[src/rtl/segcache_pkg.sv]
package segcache_pkg;
    localparam int SEG_CS = 0;
    localparam int SEG_SS = 1;
    localparam int ADDR_W = 32;

    typedef struct packed {
        logic       g;
        logic       db;
        logic       p;
        logic [1:0] dpl;
        logic       s;
        logic [3:0] typ;
    } attr_t;

    localparam int ATTR_W = $bits(attr_t);

    localparam attr_t ATTR_REAL = '{g: 1'b0, db: 1'b0, p: 1'b1, dpl: 2'd0,
                                    s: 1'b1, typ: 4'h3};
    localparam logic [ADDR_W-1:0] LIMIT_REAL = 32'h0000_FFFF;

    typedef enum logic [1:0] {
        EXC_NONE = 2'b00,
        EXC_TYPE = 2'b01,
        EXC_NP   = 2'b10
    } exc_t;

    typedef struct packed {
        logic [ADDR_W-1:0] base;
        logic [ADDR_W-1:0] limit;
        attr_t             attr;
    } entry_t;
endpackage

[src/rtl/segcache_unpack.sv]
module segcache_unpack
    import segcache_pkg::*;
(
    input  logic [63:0]       desc,
    output logic [ADDR_W-1:0] base,
    output logic [ADDR_W-1:0] limit,
    output attr_t             attr
);
    logic [19:0] lim20;

    always_comb begin
        base     = {desc[63:56], desc[39:16]};
        lim20    = {desc[51:48], desc[15:0]};
        attr.g   = desc[55];
        attr.db  = desc[54];
        attr.p   = desc[47];
        attr.dpl = desc[46:45];
        attr.s   = desc[44];
        attr.typ = desc[43:40];
        limit    = attr.g ? {lim20, 12'hFFF} : {12'h000, lim20};
    end
endmodule

[src/rtl/segcache_check.sv]
module segcache_check
    import segcache_pkg::*;
(
    input  attr_t attr,
    input  logic  is_code,
    output exc_t  cause
);
    logic exec;
    logic type_ok;

    always_comb begin
        exec    = attr.s && attr.typ[3];
        type_ok = is_code ? exec : (attr.s && !attr.typ[3]);
        if (!type_ok)
            cause = EXC_TYPE;
        else if (!attr.p)
            cause = EXC_NP;
        else
            cause = EXC_NONE;
    end
endmodule

[src/rtl/seg_desc_cache.sv]
module seg_desc_cache
    import segcache_pkg::*;
#(
    parameter int NSEG      = 6,
    parameter bit LEGACY_CS = 1'b1,
    parameter int IDX_W     = 3,
    parameter int SEL_W     = 16
) (
    input  logic                     clk,
    input  logic                     rst_n,
    input  logic                     prot_mode,
    input  logic                     ld_valid,
    input  logic [IDX_W-1:0]         ld_seg,
    input  logic [SEL_W-1:0]         ld_sel,
    input  logic [63:0]              ld_desc,
    input  logic                     far_xfer,
    output logic [NSEG*ADDR_W-1:0]   seg_base,
    output logic [NSEG*ADDR_W-1:0]   seg_limit,
    output logic [NSEG*ATTR_W-1:0]   seg_attr,
    output logic [1:0]               cpl,
    output logic                     exc_valid,
    output logic [1:0]               exc_cause
);
    localparam int PAD_W = ADDR_W - SEL_W - 4;

    typedef struct packed {
        entry_t [NSEG-1:0] ent;
        logic [1:0]        cpl;
        logic              exc_valid;
        exc_t              exc_cause;
    } state_t;

    state_t            st_d, st_q;
    logic [ADDR_W-1:0] dsc_base;
    logic [ADDR_W-1:0] dsc_limit;
    attr_t             dsc_attr;
    exc_t              chk_cause;
    logic              is_code;

    assign is_code = (ld_seg == IDX_W'(SEG_CS));

    segcache_unpack u_unpack (
        .desc  (ld_desc),
        .base  (dsc_base),
        .limit (dsc_limit),
        .attr  (dsc_attr)
    );

    segcache_check u_check (
        .attr    (dsc_attr),
        .is_code (is_code),
        .cause   (chk_cause)
    );

    always_comb begin
        st_d           = st_q;
        st_d.exc_valid = 1'b0;
        st_d.exc_cause = EXC_NONE;
        for (int i = 0; i < NSEG; i++) begin
            if (ld_valid && ld_seg == IDX_W'(i)) begin
                if (!prot_mode) begin
                    st_d.ent[i].base = {{PAD_W{1'b0}}, ld_sel, 4'b0000};
                end else if (chk_cause != EXC_NONE) begin
                    st_d.exc_valid = 1'b1;
                    st_d.exc_cause = chk_cause;
                end else begin
                    st_d.ent[i].base  = dsc_base;
                    st_d.ent[i].limit = dsc_limit;
                    st_d.ent[i].attr  = dsc_attr;
                end
            end
        end
        if (LEGACY_CS && far_xfer && !prot_mode) begin
            st_d.ent[SEG_CS].attr  = ATTR_REAL;
            st_d.ent[SEG_CS].limit = LIMIT_REAL;
        end
        st_d.cpl = st_d.ent[SEG_SS].attr.dpl;
    end

    always_ff @(posedge clk) begin
        if (!rst_n) begin
            for (int i = 0; i < NSEG; i++) begin
                st_q.ent[i].base  <= '0;
                st_q.ent[i].limit <= LIMIT_REAL;
                st_q.ent[i].attr  <= ATTR_REAL;
            end
            st_q.cpl       <= 2'd0;
            st_q.exc_valid <= 1'b0;
            st_q.exc_cause <= EXC_NONE;
        end else begin
            st_q <= st_d;
        end
    end

    for (genvar g = 0; g < NSEG; g++) begin : g_out
        assign seg_base[g*ADDR_W +: ADDR_W]  = st_q.ent[g].base;
        assign seg_limit[g*ADDR_W +: ADDR_W] = st_q.ent[g].limit;
        assign seg_attr[g*ATTR_W +: ATTR_W]  = st_q.ent[g].attr;
    end

    assign cpl       = st_q.cpl;
    assign exc_valid = st_q.exc_valid;
    assign exc_cause = st_q.exc_cause;
endmodule

[config.mk]
export PLATFORM = sky130hd
export DESIGN_NAME = seg_desc_cache
export DESIGN_NICKNAME = d
export VERILOG_FILES = /design/src/rtl/segcache_pkg.sv /design/src/rtl/segcache_unpack.sv /design/src/rtl/segcache_check.sv /design/src/rtl/seg_desc_cache.sv
export SDC_FILE = /design/constraint.sdc
export NUM_CORES = 1
export LEC_CHECK = 0
export CAP_MARGIN = 20
export CORE_AREA = 2 2 209 211
export CTS_BUF_LIST = sky130_fd_sc_hd__clkbuf_8
export DETAILED_ROUTE_END_ITERATION = 16
export DIE_AREA = 0 0 211 213
export DONT_BUFFER_PORTS = 1
export MAX_ROUTING_LAYER = met4
export SLEW_MARGIN = 40
export SYNTH_ARGS = -nofsm -noshare
export SYNTH_HDL_FRONTEND = slang
export SYNTH_SLANG_ARGS = --single-unit
[constraint.sdc]
create_clock -name clk -period 3.5 [get_ports clk]
set_input_delay 0.525 -clock clk [delete_from_list [all_inputs] [get_ports clk]]
set_output_delay 0.525 -clock clk [all_outputs]
set_load 0.01 [all_outputs]
==> out/results.md <==
• status: complete, no violations
• synthesized instance count: 1824
• minimum period implied by the final worst setup slack: 2280 ps
• layout overhead on the synthesized area: 12.4%
• sequential fraction of the synthesis area: 53.6%
• count of placed standard cells in the final layout, fillers left out: 2374
• largest family of logic cells by synthesized area: compound AO/OA/AOI/OAI gates
• placed cells: 2216
• fraction of final layout cells with drive strength greater than 1: 10.5%
• Cell Rows: 76
• antenna violations before repair: 0
• post-route worst setup slack: 1220 ps
• drt initial violations: 1194
• fraction of the mapped netlist area in compound gates: 23.4%
• buffers inserted by post-CTS timing repair: 0
• highest achievable clock rate: 439 MHz
• highest-count cells in the layout ignoring fill and taps: 447 x dfxtp_1, 360 x nand2_1, 135 x o21ai_0
• transition time at the pin with the least slew margin: 1240 ps
• leading register cell type out of synthesis: dfxtp_1
• Synth Register Bits: 447
• final core utilization: 44.0%
• DP Wirelength: 40700 um
• post-synthesis share of cell area spent on full adders, half adders and majority gates: 0%
• Final #Nets: 1865
• remaining number of nets flagged by the antenna check after routing: 0
• crit share post-route: 65.1%
• Num CTS Buffers: 77
• CP Capture Type: flop
• worst slack at placement: 953 ps
• Post-synth ARST share: 0%
• Synth warnings: 0
• clock slew at the register clock pins of the worst setup and hold paths: 60 ps
• number of pins exceeding their max-slew limit in the final report: 0
• routability-driven placement congestion ratio: 0.919
• setup TNS: 0 ps
• maximum number of pins on one net before global-route repair: 332
• Slew headroom: 17.1%
• floorplan die height: 213 um
• GRT busiest layer: met2
• worst setup slack for register-to-register paths: 2290 ps
• met1 track demand over resource in global routing: 29.9%
• critical path launch point type: primary input
• CP Data Required Time: 4040 ps
• starting utilization of the core area: 39.1%
• maximum net fanout on the critical path: 31
• register area: 8950 um^2
• multiplexer fraction of the synthesized cell area: 1.23%
• gr ovfl total: 0
• Leakage Power: 6.90 nW
• root buffer selected by CTS: clkbuf_8
• Cell Area, Synth: 16700 um^2
• number of sinks driven by the clock tree: 447
• worst min path class: in -> reg
• routed length per placed instance: 25.3 um
• IO buf count: 0
• worst skew pair latency: 650 ps
• max-cap violation count: 0
• clock tree from TritonCTS: done
• final worst clock skew: 0 ps
• count of vias placed by the detailed router: 13700
• number of synthesized flops with an enable pin: 0
• deepest level of the CTS H-tree: 3
• synthesized netlist net count: 1912
• global-route usage over all layers: 26.4%
• final wirelength: 60100 um
• GR Util met2: 40.6%
• synthesized-area fraction occupied by xor and xnor cells: 0%
• met3 layer usage reported by global route: 9.99%
• post-route DRC violation count: 0
• detailed-router iteration count before antenna repair: 5
• post-layout power: 10.3 mW
• width of the die: 211 um
• category of the critical setup timing path: in -> reg
• Mean Syn Cell Area: 9.15 um^2
• DR vias/cell: 5.78
• RSZ-0062 raised after global routing: no
• die footprint: 44900 um^2
• final setup violating endpoints: 0
• worst ir drop on vdd: 371 uV
• Worst EP arrival: 2820 ps
• I/O pin count: 537
• Core Area: 42700 um^2
• Simple-Gate Fraction of Synth Area: 16.8%
• # fillers: 4116
• area of the multi-input gates: 6990 um^2
• post-synth cell types: 49
• most common library cell in the layout ignoring fill and taps: dfxtp_1
• vias in the first global route: 12800
• final hold vios: 0
• first-pass GRT wire length: 85600 um
• maximum clock path buffer count: 3
• cell area power density: 549 nW/um^2
==> through the flow <==
step / area [um^2] / hold slack [ps]
2_1_floorplan: 16700 / 476
3_3_place_gp: 16900 / 492
3_5_place_dp: 17000 / 497
4_1_cts: 18800 / 1.05
5_1_grt: 18800 / 17.2
6_report: 18800 / 50.5
==> final timing paths <==
check / startpoint / end / cells past startpoint
max reg2reg: seg_attr[10]$_SDFFE_PN1P_ / seg_attr[10]$_SDFFE_PN1P_ / 3
min reg2reg: seg_limit[20]$_SDFFE_PP0P_ / seg_limit[20]$_SDFFE_PP0P_ / 2
min: rst_n / seg_attr[33]$_SDFFE_PN0P_ / 1
max: ld_desc[43] / seg_attr[21]$_SDFFE_PN1P_ / 7
==> power breakdown <==
| group | switching, mW | leakage, nW | internal [mW] |
|---|---|---|---|
| clock network | 2.15 | 0.842 | 2.56 |
| registers | 0.0485 | 3.61 | 5.13 |
| logic | 0.270 | 2.44 | 0.144 |
==> repair_timing <==
item	CTS	global route
hold endpoints to repair	135	0
resized for setup	0	0
hold buffers	27	0
==> sequential cells by signal, indices dropped and copies added (netlist names) <==
| register | cells |
|---|---|
| exc_cause | 2 |
| seg_limit | 192 |
| seg_attr | 58 |
| seg_base | 192 |
| exc_valid | 1 |
| cpl | 2 |
==> area by class of cell <==
cell class	count	area share [%]
Antenna cell	1	0.0133
Clock inverter	35	1.16
Multi-Input combinational cell	1176	37.2
Clock buffer	94	6.89
Tap cell	546	3.64
Inverter	18	0.360
Timing Repair Buffer	57	3.03
Sequential cell	447	47.7
==> cell families (layout without fill, tap and decap cells) <==
family / after synthesis / count (layout)
compound gates: 558 / 558
buf+inv: 201 / 204
flops: 447 / 447
mux: 20 / 20
other cells: 0 / 1
simple gates: 598 / 598
==> worst max-delay path, stage by stage <==
cell and delay, ps:
and4b_1 220, buf_4 250, nand4_1 590, buf_4 480
nand2_1 100, nand3_1 70, dlygate4sd3_1 570
==> metal layers <==
metal / routed length, um / share of wire, %
met1: 23200 / 39
met2: 27800 / 46
met3: 6530 / 11
met4: 2600 / 4.3
met5: 0 / 0
==> cells in the mapped netlist (5+ instances only) <==
cell type | instances | area share [%]
nand4_1 | 21 | 0.79
and2_1 | 30 | 1.1
o211ai_1 | 64 | 2.9
a21boi_1 | 16 | 0.72
dfxtp_1 | 447 | 54
a21oi_1 | 86 | 2.6
nor2b_1 | 32 | 1.2
clkbuf_1 | 141 | 3.2
mux2i_1 | 16 | 0.96
o21ai_0 | 135 | 4.0
inv_1 | 18 | 0.40
nand3_1 | 35 | 1.0
nor3b_1 | 16 | 0.72
and3_1 | 17 | 0.64
a22oi_1 | 32 | 1.4
a2bb2oi_1 | 16 | 0.84
buf_6 | 5 | 0.34
a21boi_0 | 117 | 5.3
o21ai_1 | 5 | 0.15
nand2_1 | 363 | 8.2
o221a_2 | 24 | 1.6
nand3b_1 | 11 | 0.49
nor2_2 | 6 | 0.22
o221a_1 | 40 | 2.7
nand2b_1 | 6 | 0.22
a31oi_1 | 16 | 0.60
nor2_1 | 40 | 0.90
buf_2 | 29 | 0.87
No activity file was read; power rests on OpenSTA's default activity.
